`config.mk`:
```
export PLATFORM = sky130hd
export DESIGN_NAME = rxr_writer
export DESIGN_NICKNAME = d
export VERILOG_FILES = /design/src/rtl/rxr_pkg.sv /design/src/rtl/rxr_ring_ptr.sv /design/src/rtl/rxr_stat_gen.sv /design/src/rtl/rxr_irq.sv /design/src/rtl/rxr_writer.sv
export SDC_FILE = /design/constraint.sdc
export NUM_CORES = 1
export LEC_CHECK = 0
export ABC_AREA = 1
export BUFFER_PORTS_ARGS = -buffer_cell sky130_fd_sc_hd__buf_2
export CAP_MARGIN = 10
export CORE_UTILIZATION = 45
export CTS_CLUSTER_DIAMETER = 40
export CTS_CLUSTER_SIZE = 30
export DETAILED_ROUTE_END_ITERATION = 10
export PLACE_DENSITY = 0.75
export SKIP_CTS_REPAIR_TIMING = 1
export SYNTH_ARGS = -nofsm -noshare
export SYNTH_HDL_FRONTEND = slang
export SYNTH_SLANG_ARGS = --single-unit
```
`constraint.sdc`:
```
create_clock -name clk_i -period 6.7 [get_ports clk_i]
set_input_delay 2.01 -clock clk_i [delete_from_list [all_inputs] [get_ports clk_i]]
set_output_delay 2.01 -clock clk_i [all_outputs]
set_load 0.03 [all_outputs]
```
`src/rtl/rxr_pkg.sv`:
```
package rxr_pkg;
  localparam int OWN_B  = 31;
  localparam int EOR_B  = 30;
  localparam int FS_B   = 29;
  localparam int LS_B   = 28;
  localparam int RWT_B  = 22;
  localparam int RES_B  = 21;
  localparam int RUNT_B = 20;
  localparam int CRC_B  = 19;
  localparam int LEN_W  = 13;
  localparam int IRQ_W      = 8;
  localparam int IRQ_OK     = 0;
  localparam int IRQ_ERR    = 1;
  localparam int IRQ_NODESC = 4;
  localparam int IRQ_BUSY   = 6;
  localparam int DESC_BYTES = 16;
  localparam int ADDR_OFS   = 8;

  typedef enum logic [2:0] {
    S_RD_STS, S_RD_ADR, S_LATCH, S_READY, S_RECV, S_DROP, S_WB
  } rxr_state_e;
endpackage

```
`src/rtl/rxr_ring_ptr.sv`:
```
module rxr_ring_ptr #(
  parameter int AW = 32,
  parameter int STEP_BYTES = 16
) (
  input  logic          clk_i,
  input  logic          rst_ni,
  input  logic [AW-1:0] base_i,
  input  logic          adv_i,
  input  logic          eor_i,
  output logic [AW-1:0] addr_o
);
  localparam logic [AW-1:0] STEP = AW'(STEP_BYTES);
  logic [AW-1:0] off_q;

  always_ff @(posedge clk_i or negedge rst_ni) begin
    if (!rst_ni)    off_q <= '0;
    else if (adv_i) off_q <= eor_i ? '0 : off_q + STEP;
  end

  assign addr_o = base_i + off_q;
endmodule

```
`src/rtl/rxr_stat_gen.sv`:
```
module rxr_stat_gen
  import rxr_pkg::*;
#(
  parameter int CW = 16,
  parameter int RUNT_LEN = 64
) (
  input  logic [CW-1:0]    cnt_i,
  input  logic [LEN_W-1:0] limit_i,
  input  logic             crc_i,
  input  logic             eor_i,
  output logic [31:0]      word_o,
  output logic             err_o
);
  logic over, runt;
  logic [LEN_W-1:0] len;

  always_comb begin
    over  = cnt_i > CW'(limit_i);
    runt  = cnt_i < CW'(RUNT_LEN);
    len   = over ? limit_i : cnt_i[LEN_W-1:0];
    err_o = over | runt | crc_i;
    word_o = '0;
    word_o[EOR_B]  = eor_i;
    word_o[FS_B]   = 1'b1;
    word_o[LS_B]   = 1'b1;
    word_o[RWT_B]  = over;
    word_o[RES_B]  = err_o;
    word_o[RUNT_B] = runt;
    word_o[CRC_B]  = crc_i;
    word_o[LEN_W-1:0] = len;
  end
endmodule

```
`src/rtl/rxr_irq.sv`:
```
module rxr_irq #(
  parameter int IW = 8,
  parameter int CNT_W = 16
) (
  input  logic             clk_i,
  input  logic             rst_ni,
  input  logic [IW-1:0]    set_i,
  input  logic [IW-1:0]    clr_i,
  input  logic             miss_i,
  output logic [IW-1:0]    irq_o,
  output logic [CNT_W-1:0] missed_o
);
  always_ff @(posedge clk_i or negedge rst_ni) begin
    if (!rst_ni) begin
      irq_o    <= '0;
      missed_o <= '0;
    end else begin
      irq_o <= (irq_o & ~clr_i) | set_i;
      if (miss_i) missed_o <= missed_o + 1'b1;
    end
  end
endmodule

```
`src/rtl/rxr_writer.sv`:
```
module rxr_writer
  import rxr_pkg::*;
#(
  parameter int AW = 32,
  parameter int CNT_W = 16,
  parameter int RUNT_LEN = 64
) (
  input  logic             clk_i,
  input  logic             rst_ni,
  input  logic [AW-1:0]    ring_base_i,
  input  logic [15:0]      max_len_i,
  input  logic             rx_valid_i,
  input  logic [7:0]       rx_data_i,
  input  logic             rx_last_i,
  input  logic             rx_err_i,
  input  logic [7:0]       irq_clr_i,
  output logic             mem_req_o,
  output logic             mem_we_o,
  output logic [AW-1:0]    mem_addr_o,
  output logic [3:0]       mem_be_o,
  output logic [31:0]      mem_wdata_o,
  input  logic [31:0]      mem_rdata_i,
  output logic [7:0]       irq_o,
  output logic [CNT_W-1:0] missed_o
);
  localparam int CW = 16;
  localparam logic [CW-1:0] CNT_MAX = '1;

  rxr_state_e st_q, st_d;
  logic own_q, own_d, eor_q, eor_d, crc_q, crc_d, nodesc_q, nodesc_d;
  logic [LEN_W-1:0] size_q, size_d, limit;
  logic [AW-1:0] buf_q, buf_d, desc_addr, wr_addr;
  logic [CW-1:0] cnt_q, cnt_d, idx;
  logic adv, miss, stat_err, fetching;
  logic [IRQ_W-1:0] irq_set;
  logic [31:0] stat_word;

  rxr_ring_ptr #(.AW(AW), .STEP_BYTES(DESC_BYTES)) u_ptr (
    .clk_i(clk_i), .rst_ni(rst_ni), .base_i(ring_base_i),
    .adv_i(adv), .eor_i(eor_q), .addr_o(desc_addr)
  );

  rxr_stat_gen #(.CW(CW), .RUNT_LEN(RUNT_LEN)) u_stat (
    .cnt_i(cnt_q), .limit_i(limit), .crc_i(crc_q), .eor_i(eor_q),
    .word_o(stat_word), .err_o(stat_err)
  );

  rxr_irq #(.IW(IRQ_W), .CNT_W(CNT_W)) u_irq (
    .clk_i(clk_i), .rst_ni(rst_ni), .set_i(irq_set), .clr_i(irq_clr_i),
    .miss_i(miss), .irq_o(irq_o), .missed_o(missed_o)
  );

  assign limit = (max_len_i < 16'(size_q)) ? max_len_i[LEN_W-1:0] : size_q;
  assign fetching = (st_q == S_RD_STS) || (st_q == S_RD_ADR) ||
                    (st_q == S_LATCH) || (st_q == S_WB);
  assign idx = (st_q == S_READY) ? '0 : cnt_q;
  assign wr_addr = buf_q + AW'(idx);

  always_comb begin
    st_d = st_q; own_d = own_q; eor_d = eor_q; size_d = size_q;
    buf_d = buf_q; cnt_d = cnt_q; crc_d = crc_q; nodesc_d = nodesc_q;
    mem_req_o = 1'b0; mem_we_o = 1'b0; mem_addr_o = desc_addr;
    mem_be_o = '0; mem_wdata_o = '0;
    adv = 1'b0; miss = 1'b0; irq_set = '0;
    case (st_q)
      S_RD_STS: begin
        mem_req_o = 1'b1;
        st_d = S_RD_ADR;
      end
      S_RD_ADR: begin
        mem_req_o  = 1'b1;
        mem_addr_o = desc_addr + AW'(ADDR_OFS);
        own_d  = mem_rdata_i[OWN_B];
        eor_d  = mem_rdata_i[EOR_B];
        size_d = mem_rdata_i[LEN_W-1:0];
        st_d = S_LATCH;
      end
      S_LATCH: begin
        buf_d    = mem_rdata_i[AW-1:0];
        nodesc_d = !own_q;
        st_d     = own_q ? S_READY : S_RD_STS;  // keep polling until armed
      end
      S_READY, S_RECV: begin
        if (rx_valid_i) begin
          if (idx < CW'(limit)) begin
            mem_req_o   = 1'b1;
            mem_we_o    = 1'b1;
            mem_addr_o  = wr_addr;
            mem_be_o    = 4'b0001 << wr_addr[1:0];
            mem_wdata_o = {4{rx_data_i}};
          end
          cnt_d = (idx == CNT_MAX) ? idx : idx + 1'b1;
          if (rx_last_i) begin
            crc_d = rx_err_i;
            st_d  = S_WB;
          end else begin
            st_d = S_RECV;
          end
        end
      end
      S_DROP: if (rx_valid_i && rx_last_i) st_d = S_RD_STS;
      S_WB: begin
        mem_req_o   = 1'b1;
        mem_we_o    = 1'b1;
        mem_be_o    = 4'hF;
        mem_wdata_o = stat_word;
        adv         = 1'b1;
        irq_set[stat_err ? IRQ_ERR : IRQ_OK] = 1'b1;
        st_d = S_RD_STS;
      end
      default: st_d = S_RD_STS;
    endcase
    // frame start while no descriptor is ready to receive it
    if (fetching && rx_valid_i) begin
      miss = 1'b1;
      irq_set[nodesc_q ? IRQ_NODESC : IRQ_BUSY] = 1'b1;
      st_d = rx_last_i ? S_RD_STS : S_DROP;
    end
  end

  always_ff @(posedge clk_i or negedge rst_ni) begin
    if (!rst_ni) begin
      st_q <= S_RD_STS; own_q <= 1'b0; eor_q <= 1'b0; size_q <= '0;
      buf_q <= '0; cnt_q <= '0; crc_q <= 1'b0; nodesc_q <= 1'b0;
    end else begin
      st_q <= st_d; own_q <= own_d; eor_q <= eor_d; size_q <= size_d;
      buf_q <= buf_d; cnt_q <= cnt_d; crc_q <= crc_d; nodesc_q <= nodesc_d;
    end
  end
endmodule

```
==> Word level (Yosys, flattened, before mapping) <==
Cells that the tools add are included.
{ "totals": {"regBits": 124, "latch_bits": 0, "ramBits": 0, "romBits": 0, "output_inout_bits": 94, "memories": 0} }
{ "op_classes": {"add_sub_neg": 6, "n_mul": 0, "div": 0, "n_lt_le_gt_ge": 8, "eq_ne": 9, "n_shift": 1, "mux": 35, "bitwise_logic": 6, "reduce_logical": 14} }
{ "ops": {"columns": ["op", "n"], "rows": [
  ["32-bit two-way mux", 5],
  ["32-bit one-hot mux with 2 select lines", 2],
  ["16-bit by 1-bit adder with 16-bit output, second input constant", 2],
  ["32-bit by 16-bit adder with 32-bit output", 1],
  ["32-bit adder", 1],
  ["32-bit by 4-bit adder with 32-bit output, second input constant", 1],
  ["32-bit by 5-bit adder with 32-bit output, second input constant", 1],
  ["16-bit by 13-bit less-than comparator with 1-bit output", 2],
  ["16-bit two-way mux", 2],
  ["13-bit two-way mux", 2],
  ["16-bit == test, second input constant", 1],
  ["16-bit by 13-bit > comparator with 1-bit output", 1],
  ["16-bit by 7-bit less-than comparator with 1-bit output, second input constant", 1],
  ["8-bit two-way mux", 2],
  ["8-bit bitwise OR", 2],
  ["3-bit one-hot mux with 5 select lines", 1],
  ["3-bit two-way mux", 4],
  ["3-bit == test, second input constant", 3],
  ["8-bit bitwise AND", 1],
  ["4-bit two-way mux", 2],
  ["8-bit inverter", 1],
  ["4-bit one-hot mux with 2 select lines", 1],
  ["1-bit two-way mux", 7],
  ["1-bit demux with 3-bit select", 2],
  ["19 further kinds", 31]
]} }

==> Longest topological paths before layout <==
Gate-level depths: netlist of the first run.
{ "logic_depth": {"depth_word": 14, "depth_mapped": 27, "ltp_nobuf": 25} }

==> By module <==
From an unflattened synthesis of the first run, not the netlist that was laid out.
{ "hier_totals": {"hier_cells": 1946, "hier_area_um2": 12044.1} }
{ "by_module_without_submodules": {"columns": ["module", "instances", "cells_per_inst", "area_per_inst_um2", "seq_area_each_um2"], "rows": [
  ["rxr_writer", 1, 1060, 6588.8, 1701.6],
  ["rxr_ring_ptr", 1, 625, 3538.4, 700.7],
  ["rxr_irq", 1, 126, 1108.6, 600.6],
  ["rxr_stat_gen", 1, 135, 808.3, 0.0]
]} }

==> Least setup slack after synthesis of the first run <==
OpenSTA, ideal clock, no wires.
{ "synth_timing": {"path_kind": "input port to output port", "from": "input max_len_i[9]", "to": "output mem_addr_o[2]", "arrival_ns": 5.396, "required_ns": 4.690, "path_slack_ns": -0.706, "stages": 15, "n_path_buf": 1, "path_cell_list": "ha_1 a21oi_1 o21ai_0 a21oi_1 nand2_1 clkbuf_1 o21ai_0 ha_1 a21oi_1 o21ai_0 a221oi_4 nand2_4 nor2_4 inv_1 o21ai_0"} }
{ "synth_between": {"elab_chain_len": 6} }
{ "synth_lines": {"columns": ["element", "line_no", "source"], "rows": [
  ["from (decl)", "rxr_writer.sv:11", "input logic [15:0] max_len_i,"],
  ["16-bit by 13-bit less-than comparator with 1-bit output", "rxr_writer.sv:53", "assign limit = (max_len_i < 16'(size_q)) ? max_len_i[LEN_W-1:0] : size_q;"],
  ["13-bit two-way mux *", "rxr_writer.sv:53", null],
  ["16-bit by 13-bit less-than comparator with 1-bit output *", "rxr_writer.sv:85", "if (idx < CW'(limit)) begin"],
  ["32-bit two-way mux *", "rxr_writer.sv:85", null],
  ["32-bit two-way mux *", "rxr_writer.sv:84", "if (rx_valid_i) begin"],
  ["32-bit one-hot mux with 2 select lines *", "rxr_writer.sv:65", "case (st_q)"],
  ["to (decl)", "rxr_writer.sv:19", "output logic [AW-1:0] mem_addr_o,"]
]} }
Every way passes the cells marked *; elsewhere a longest branch is shown, timed or not.

==> Worst setup path after layout of the first run <==
{ "layout_timing": {"from": "input max_len_i[12]", "to": "output mem_addr_o[4]"} }
The elaborated chain is that of the path after synthesis.

==> flow_summary.toml, run 1 <==
[clock_tree]
cts_tree = "built"
cts_sinks = 120
clk_pin_slew_ns = 0.06
htree_levels = 4
cts_max_path_buffers = 2
insertion_delay_ns = 0.43
root_buffer = "clkbuf_16"
cts_made_buffers = 17

[yosys]
ys.flop_type = "dfrtp_1"
syn_area_per_cell_sq_um = 6.55
ys_types = 55
async_reset_ff_share_pct = 100
synth_seq_cells = 120
syn-cell-area_sq_um = 11300
syn-num-nets = 1903
yosys_warnings = 0
synthCells = 1719
synth_edf_count = 0
ys_seq_area_share_pct = 26.7

[layout]
fin_cells = 2332
fill_cells = 2056
seq_area_sq_um = 3000
final_nets = 2179
diodes = 0
area_delta_synth_final_pct = 40.8
drive_gt1_share_pct = 28.5
multi_input_area_sq_um = 8410
postLayoutCoreUtil_pct = 64.8

[drt]
viasPerCell = 5.44
wl_mm = 37.4
wl_per_cell_um = 16.1
dr.first_iter.drc_count = 1227
first_pass_iters = 7
drc_errors = 0
antenna_left = 0
vias = 12700

[sta]
maxSlewHeadroom_pct = 33.7
slew_violations = 0
hold_viol = 0
finalCriticalPeriod_ns = 7.11
worst_slack_ns = -0.408
rsz0062_at_grt = "true"
max_freq_mhz = 141
fin_crit_sh_pct = 106
max_slew.worst_pin.slew_ns = 0.994
finClkSkew_ns = 0.0140
finalSetupViolCount = 70

[worst_setup_path]
cp-start-kind = "input pin"
critPathLaunch = "max_len_i[12]"
cp.required_ns = 4.69
worstReg2RegStart = "size_q[11]"
cp-end-kind = "output port"
worst-setup-path-type = "in -> out"
crit_arrival_ns = 5.10
crit_fanout = 8

[die]
coreArea_sq_um = 24500
initial_core_util_pct = 46.0
boundaryPins = 195
die_h_um = 160
die-area_sq_um = 25700
fp.dieW_um = 160
row_count = 57

[global_routing]
grt_pass1_wl_mm = 56.8
grt_overflow_total = 0
grt_max_degree = 75
grt.total_usage_pct = 27.4
antenna_found_initial = 0
grt_pass1_vias = 11500

[min_path]
hp-start = "nodesc_q"
hold_path.class = "reg -> reg"

[power]
p_per_area_nw_per_um2 = 380
ir_drop_mv = 0.229
power_mw = 6.03
p_leak_nw = 7.86

[placement]
dp.cells = 2285
gp_congestion = 0.907
port-buffer-count = 194
hpwl_mm = 27.8

[run_status]
status = "finished with violations"
violations = "setup timing"

[flow_run]
drv_cap = 0
logic make-up (layout without fill, tap and decap cells):
group / after synthesis / in the layout / share of synthesized area, %
adder cells (fa/ha/maj): 83 / 83 / 9.29
AO/OA/AOI/OAI: 239 / 239 / 11.6
AND/OR/NAND/NOR: 941 / 942 / 37.1
buffers and inverters: 264 / 552 / 9.22
XOR/XNOR: 72 / 72 / 6.13
flip-flops: 120 / 120 / 26.7
synthesized netlist by cell type (3+ instances only):
cell        n  area, sq um
a211oi_1    5         37.5
a21oi_1    87          435
a31oi_1     5         31.3
buf_2       9         45.0
buf_4       6         45.0
clkbuf_1   31          116
dfrtp_1   120         3000
ha_1       82         1030
inv_1     206          773
inv_2       7         26.3
nand2_1   500         1880
nand2_2    13         81.3
nand3_1   153          766
nand3b_1   20          150
nand4_1    42          263
nand4_2     3         37.5
nor2_1    140          526
nor2_2      9         56.3
nor2_4      3         33.8
nor3_1     29          145
nor3_2      4         40.0
nor3b_1     3         22.5
nor4_1      8         50.1
o211ai_1    3         22.5
o21a_1      4         30.0
o21ai_0   109          546
o21ai_1     4         20.0
o21bai_1    6         45.0
o22ai_1     7         43.8
or2_2       4         25.0
xnor2_1    29          254
xor2_1     38          333
routing by layer:
layer | GRT usage [%] | share of wire, % | vias up
met4 | 7.88 | 2.3 | 0
met1 | 37.9 | 45 | 5924
li1 | - | - | 6193
met3 | 4.18 | 6.4 | 58
met5 | 0 | 0 | -
met2 | 44.1 | 47 | 503
flip-flops by register name, indices dropped and copies added (netlist names), 3 cells and up:
register / cells
u_ptr.off_q: 28
u_irq.irq_o: 8
u_irq.missed_o: 16
st_q: 3
cnt_q: 16
size_q: 13
buf_q: 32
critical path: stages:
cell       delay, ns
buf_2           0.12
ha_4            0.27
nand2_4         0.06
nor4_4          0.31
nand2_4         0.14
nand2_8         0.13
clkbuf_16       0.16
nand2_4         0.05
o21ai_4         0.09
ha_4            0.24
a21oi_2         0.16
o21ai_2         0.09
a221oi_4        0.31
buf_6           0.22
nand3_4         0.12
buf_8           0.19
nand2_2         0.07
nand3_2         0.07
nand3_2         0.14
buf_6           0.14
final cells by class:
class                   instances  area share, %
flip-flops and latches        120           18.9
clock buffers                  19           2.73
clock inverters                13           1.52
inverters                     215           5.57
well taps                     324           2.56
repair buffers                305           15.7
multi-input cells            1336           53.0
cell usage in the layout, fill, tap and decap left out, types with 7 or more instances in the layout:
cell type / n
a21oi_1: 81
buf_12: 9
buf_2: 122
buf_4: 92
buf_6: 64
buf_8: 13
clkbuf_16: 20
dfrtp_1: 120
ha_1: 65
ha_4: 15
inv_1: 195
inv_2: 9
nand2_1: 437
nand2_2: 48
nand2_4: 22
nand2_8: 9
nand3_1: 95
nand3_2: 45
nand3_4: 15
nand3b_1: 20
nand4_1: 42
nor2_1: 137
nor2_2: 11
nor3_1: 26
nor3_2: 7
nor4_1: 7
o21ai_0: 91
o21ai_2: 9
o21ai_4: 8
o22ai_1: 7
xnor2_1: 29
xor2_1: 38
through the flow:
step                      hold WS, ns  setup slack [ns]  setup TNS [ns]  area (sq um)
after CTS                       0.473            -0.561          -31.65         14300
final                           0.473            -0.408          -21.97         15900
after global routing            0.491            -0.544          -31.40         15900
after floorplan                 0.434            -0.108           -2.48         11700
after global placement          0.460            -0.471          -26.37         13600
after detailed placement        0.454            -0.566          -31.64         13600
final timing paths:
kind                            cells after the start  slack, ns              end
min in group asynchronous                           1       1.70        size_q[4]
worst max-delay path                               20      -0.41    mem_addr_o[4]
worst min register to register                      1       0.47   u_irq.irq_o[6]
max in group asynchronous                           2       3.77  u_ptr.off_q[11]
worst min-delay path                                1       0.47   u_irq.irq_o[6]
worst max register to register                     22       3.24   u_irq.irq_o[1]
where the power goes:
part           switching [mW]  internal [mW]  leakage [nW]
combinational            2.38           1.46          5.99
clock                   0.383          0.704         0.327
sequential              0.168          0.933          1.54
(Power assumes the default switching activity.)
==> inputs of run 2 (changes only) <==
--- a/config.mk
+++ b/config.mk
@@ -12,8 +12,10 @@
 export CTS_CLUSTER_DIAMETER = 40
 export CTS_CLUSTER_SIZE = 30
 export DETAILED_ROUTE_END_ITERATION = 10
-export PLACE_DENSITY = 0.75
+export HOLD_SLACK_MARGIN = 0.06
+export PLACE_DENSITY = 0.74
 export SKIP_CTS_REPAIR_TIMING = 1
 export SYNTH_ARGS = -nofsm -noshare
 export SYNTH_HDL_FRONTEND = slang
+export SYNTH_HIERARCHICAL = 1
 export SYNTH_SLANG_ARGS = --single-unit
==> constraint.sdc (replaced) <==
create_clock -name clk_i -period 6.7 [get_ports clk_i]
set_input_delay 0.67 -clock clk_i [delete_from_list [all_inputs] [get_ports clk_i]]
set_output_delay 0.67 -clock clk_i [all_outputs]
set_load 0.03 [all_outputs]
==> flow_summary.toml, run 2 <==
[run_status]
status = "finished with violations"
violations = "DRC"

[placement]
gp_congestion = 0.970
hpwl_mm = 30.7
port-buffer-count = 194
dpl_cell_area_sq_um = 13200
dp_slack_ns = 0.781

[sta]
fin_crit_sh_pct = 92.1
slew_violations = 0
finalSetupViolCount = 0
finClkSkew_ns = 0.0153
finalCriticalPeriod_ns = 6.17
max_freq_mhz = 162
fin_tns_setup_ns = 0
maxSlewHeadroom_pct = 42.1
rsz0062_at_grt = "false"
max_slew.worst_pin.slew_ns = 0.866
worst_slack_ns = 0.527
hold_viol = 0

[global_routing]
grt_overflow_total = 0
grt_max_degree = 66
grt_pass1_vias = 12000
antenna_found_initial = 1
grt.total_usage_pct = 27.6
grt_pass1_wl_mm = 60.9

[die]
die-area_sq_um = 27400
row_count = 59
boundaryPins = 195
die_h_um = 166
fp.dieW_um = 166
initial_core_util_pct = 46.1
coreArea_sq_um = 26100

[power]
power.switching_mw = 2.55
switching_share_pct = 52.3
p_per_area_nw_per_um2 = 352
p_comb_share_pct = 57.4
p_clk_share_pct = 19.7
internal_power_mw = 2.32
p_leak_nw = 7.73
ir_drop_mv = 0.213
power_mw = 4.87
seq_power_share_pct = 22.9

[yosys]
synth_edf_count = 0
synth_commonest_cells = "nand2_1 (669), inv_1 (282), nor2_1 (149)"
synth_top_area_cell = "dfrtp_1"
yosysMostFrequentCell = "nand2_1"
async_reset_ff_share_pct = 100
yosys-top-cells-area = "dfrtp_1 (25%), nand2_1 (21%), inv_1 (8.8%)"
syn-cell-area_sq_um = 12000
ys_seq_area_share_pct = 24.9
ys_types = 52
synthCells = 1946
yosys_warnings = 6
ys.flop_type = "dfrtp_1"
synth_top_area_share_pct = 24.9
syn_area_per_cell_sq_um = 6.19
synth_seq_cells = 120

[clock_tree]
insertion_delay_ns = 0.43
htree_levels = 4
clk_pin_slew_ns = 0.07
cts_max_path_buffers = 2
cts_tree = "built"
cts_sinks = 120
cts_made_buffers = 17
root_buffer = "clkbuf_16"

[drt]
dr.first_iter.drc_count = 1190
viasPerCell = 5.22
first_pass_iters = 9
vias = 12900
drc_errors = 10
antenna_left = 0
wl_per_cell_um = 15.5
wl_mm = 38.1

[layout]
multi_input_area_sq_um = 7660
reg_top3 = "buf_q: 32 flops, u_ptr/off_q: 28 flops"
seq_area_sq_um = 3000
fin_area_sq_um = 13800
largest_reg_flops = 32
diodes = 0
final_cell_mix = "nand2_1 (669), inv_1 (282), buf_2 (193)"
area_delta_synth_final_pct = 14.7
final_nets = 2306
drive_gt1_share_pct = 13.9
top_register = "buf_q"
final_common_cell = "nand2_1"
fill_cells = 2734

[worst_setup_path]
cp-start-kind = "register"
crit_arrival_ns = 5.50
cp-end-kind = "output port"
worst-setup-path-type = "reg -> out"
reg2reg_depth = 17
cp.required_ns = 6.03
crit_fanout = 25

[min_path]
hold_path.class = "in -> async"

[flow_run]
drv_cap = 0
==> run 2: worst max-delay path, cell delays in order (launching register included) <==
cell and delay, ns:
dfrtp_1 0.36, inv_1 0.10, ha_1 0.25, a21oi_1 0.14
o21ai_0 0.09, a21oi_1 0.19, nand2_1 0.45, o21ai_0 0.84
inv_1 0.11, ha_1 0.32, a21oi_1 0.13, nor2_1 0.05
a211oi_1 0.19, nand2_1 0.13, nand2_1 0.37, nand3_1 0.75
nand2_1 0.24, nand3_1 0.09, nand2_1 0.08, buf_2 0.20
==> run 2: worst paths after layout <==
path	from	end	slack (ns)
worst max-delay path	size_q[11]	mem_addr_o[7]	0.53
worst min-delay path	rst_ni	size_q[3]	0.29
worst max register to register	size_q[11]	u_irq/irq_o[1]	2.47
worst min register to register	buf_q[13]	buf_q[13]	0.48
max in group asynchronous	rst_ni	u_irq/missed_o[15]	5.07
min in group clk_i	irq_clr_i[2]	u_irq/irq_o[2]	0.42
==> run 2: through the flow <==
step	util [%]	cells	hold slack, ns
finish	52.9	2467	0.294
global route	52.9	2467	0.353
CTS	52.9	2467	0.328
detailed placement	50.6	2436	0.469
global placement	50.6	2436	0.465
floorplan	-	1961	0.374
==> run 2: cell families (layout without fill, tap and decap cells) <==
family	count (synthesis)	count (layout)	synth area share, %
AOI/OAI and AO/OA	236	236	10.7
xor gates and xnor gates	72	72	5.24
adders and majority gates	85	85	8.89
buffers and inverters	358	529	12.0
DFF	120	120	24.9
other	3	18	0.0935
and+or+nand+nor	1072	1072	38.1
==> run 2: cell type report <==
type / count / share of cell area (%)
tap: 335 / 3.03
sequential: 120 / 21.7
clock buffer: 18 / 3.18
timing repair buffer: 201 / 7.43
inverter: 297 / 8.07
multi-input combinational: 1483 / 55.5
clock inverter: 13 / 1.06
==> run 2: power groups by stage <==
stage / sequential (mW) / combinational [mW] / clock, mW
final: 1.11 / 2.79 / 0.959
after global routing: 1.14 / 3.08 / 0.998
after CTS: 1.11 / 2.78 / 0.972
after detailed placement: 1.12 / 2.76 / 0
after global placement: 1.12 / 2.73 / 0
after floorplan: 1.12 / 1.94 / 0
==> run 2: per-layer routing <==
layer  vias to the layer above  track usage, %  routed length [um]
li1                       6493               -                   -
met1                      5870            37.5               17300
met2                       456            45.7               17400
met3                        70            3.11                2460
met4                         0            8.94                1000
met5                         -               0                   0
==> inputs of run 3 (changes only) <==
--- a/config.mk
+++ b/config.mk
@@ -5,7 +5,7 @@
 export SDC_FILE = /design/constraint.sdc
 export NUM_CORES = 1
 export LEC_CHECK = 0
-export ABC_AREA = 1
+export ABC_AREA = 0
 export BUFFER_PORTS_ARGS = -buffer_cell sky130_fd_sc_hd__buf_2
 export CAP_MARGIN = 10
 export CORE_UTILIZATION = 45
@@ -13,7 +13,7 @@
 export CTS_CLUSTER_SIZE = 30
 export DETAILED_ROUTE_END_ITERATION = 10
 export HOLD_SLACK_MARGIN = 0.06
-export PLACE_DENSITY = 0.74
+export PLACE_DENSITY = 0.73
 export SKIP_CTS_REPAIR_TIMING = 1
 export SYNTH_ARGS = -nofsm -noshare
 export SYNTH_HDL_FRONTEND = slang
==> constraint.sdc (replaced) <==
create_clock -name clk_i -period 6.6 [get_ports clk_i]
set_input_delay 0.66 -clock clk_i [delete_from_list [all_inputs] [get_ports clk_i]]
set_output_delay 0.66 -clock clk_i [all_outputs]
set_load 0.03 [all_outputs]
==> flow_summary.toml, run 3 <==
[sta]
max_slew.worst_pin.slew_ns = 1.09
maxSlewHeadroom_pct = 27.2
finalSetupViolCount = 0
finalCriticalPeriod_ns = 6.24
rsz0062_at_grt = "false"
finClkSkew_ns = 0.00967
max_freq_mhz = 160
fin_tns_setup_ns = 0
slew_violations = 0
hold_viol = 0
fin_crit_sh_pct = 94.6

[placement]
port-buffer-count = 194
hpwl_mm = 23.9
gp_congestion = 0.945
dp.cells = 1693
dpl_cell_area_sq_um = 11800

[layout]
reg_top3 = "buf_q: 32 flops, u_ptr/off_q: 28 flops"
fin_area_sq_um = 12400
area_delta_synth_final_pct = 16.7
fin_cells = 1725
top_register = "buf_q"
final_nets = 1585
final_cell_mix = "buf_2 (193), nand2_1 (126), dfrtp_1 (120)"
final_common_cell = "buf_2"
largest_reg_flops = 32
diodes = 0
drive_gt1_share_pct = 22.8
fill_cells = 2177

[die]
boundaryPins = 195
die-area_sq_um = 24300
row_count = 55
initial_core_util_pct = 46.5
die_h_um = 156
fp.dieW_um = 156
coreArea_sq_um = 22900

[yosys]
yosys-top-cells-area = "dfrtp_1 (28%), ha_1 (9.9%), mux2_2 (4.5%)"
ys.flop_type = "dfrtp_1"
synth_top_area_share_pct = 28.2
syn_area_per_cell_sq_um = 8.70
ys_seq_area_share_pct = 28.2
synth_top_area_cell = "dfrtp_1"
yosys_warnings = 6
synthCells = 1226
ys_types = 87
synth_edf_count = 0
yosysMostFrequentCell = "nand2_1"
syn-cell-area_sq_um = 10700
synth_seq_cells = 120
synth_commonest_cells = "nand2_1 (126), dfrtp_1 (120), ha_1 (84)"
async_reset_ff_share_pct = 100

[worst_setup_path]
cp-end-kind = "output port"
crit_arrival_ns = 5.58
crit_slowest_cell = "a211oi_2"
critPathLaunch = "size_q[11]"
crit_fanout = 21
worstReg2RegStart = "size_q[11]"
worstPathCellList = "inv_1 > ha_1 > and3_1 > nand3_1 > a2111o_1 > nand2_1 > mux2_2 > inv_1 > ha_1 > a21o_1 > a211oi_1 > o21ai_1 > a211oi_2 > o21ai_2 > buf_12 > o211ai_1 > buf_2"
cp_slowest_stage_delay_ns = 0.61
worst-setup-path-type = "reg -> out"
reg2reg_depth = 17
r2r_end = "u_irq/irq_o[1]"
crit_end = "mem_addr_o[10]"
cp.required_ns = 5.94
rrSetupSlack_ns = 2.18
cp-start-kind = "register"

[drt]
dr.first_iter.drc_count = 868
drc_errors = 0
viasPerCell = 5.74
vias = 9905
first_pass_iters = 5
antenna_left = 0
wl_per_cell_um = 17.8
wl_mm = 30.6

[run_status]
status = "completed"

[power]
power_mw = 4.96
p_leak_nw = 6.17
ir_drop_mv = 0.251
p_per_area_nw_per_um2 = 399

[clock_tree]
root_buffer = "clkbuf_16"
clk_pin_slew_ns = 0.06
cts_tree = "built"
cts_sinks = 120
htree_levels = 4
cts_max_path_buffers = 2
cts_made_buffers = 17
insertion_delay_ns = 0.43

[global_routing]
grt.total_usage_pct = 25.6
grt_pass1_wl_mm = 48.5
antenna_found_initial = 1
grt_overflow_total = 0
grt_max_degree = 67
grt_pass1_vias = 9164

[min_path]
hold_path.class = "in -> async"

[flow_run]
drv_cap = 0
run 3: cell families after synthesis:
family | count (synthesis) | share of synthesized area (%)
AND/OR/NAND/NOR | 425 | 21.3
flip-flops | 120 | 28.2
other | 3 | 0.106
buffers and inverters | 136 | 5.88
XOR/XNOR | 95 | 7.80
multiplexers | 67 | 7.19
adder cells (fa/ha/maj) | 85 | 10.0
AO/OA/AOI/OAI | 295 | 19.5
run 3: metrics by stage:
step / hold WS, ns / util, % / setup slack (ns)
final: 0.265 / 54.3 / 0.358
after CTS: 0.301 / 54.3 / 0.454
after detailed placement: 0.460 / 51.6 / 0.569
after global placement: 0.450 / 51.6 / 0.629
after global routing: 0.331 / 54.3 / 0.0164
after floorplan: 0.364 / - / 1.26
run 3: power breakdown:
group	internal, mW	switching, mW
Sequential	0.949	0.257
Combinational	1.00	1.77
Clock	0.608	0.377
Total	2.56	2.40
run 3: metal layers:
metal | wire, um | global-route usage [%]
met1 | 14000 | 34.7
met2 | 13700 | 40.3
met3 | 2110 | 5.22
met4 | 775 | 8.68
met5 | 10 | 0
run 3: worst max-delay path, delay by kind of cell, from the launching register on:
kind	cells	cell delay [ns]
buf+inv	4	0.67
flops	1	0.34
simple gates	3	0.80
compound gates	7	2.31
mux	1	0.47
fa+ha+maj	2	0.54
run 3: how the worst min path moves through the flow:
stage / start / end / slack, ns / cells past startpoint
5_1_grt: rst_ni / u_irq/irq_o[2] / 0.33 / 1
4_1_cts: rst_ni / u_irq/irq_o[2] / 0.30 / 1
3_3_place_gp: u_irq/missed_o[15] / u_irq/missed_o[15] / 0.45 / 1
2_1_floorplan: rst_ni / buf_q[0] / 0.36 / 0
3_5_place_dp: u_irq/irq_o[1] / u_irq/irq_o[1] / 0.46 / 1
6_report: rst_ni / u_irq/irq_o[2] / 0.26 / 1
run 3: layout make-up:
type / count / area, sq um / area share (%)
clock buffer: 19 / 443 / 3.56
clock inverter: 13 / 169 / 1.36
inverter: 71 / 267 / 2.14
multi-input combinational: 985 / 7110 / 57.1
sequential: 120 / 3000 / 24.1
tap: 313 / 392 / 3.15
timing repair buffer: 204 / 1060 / 8.53
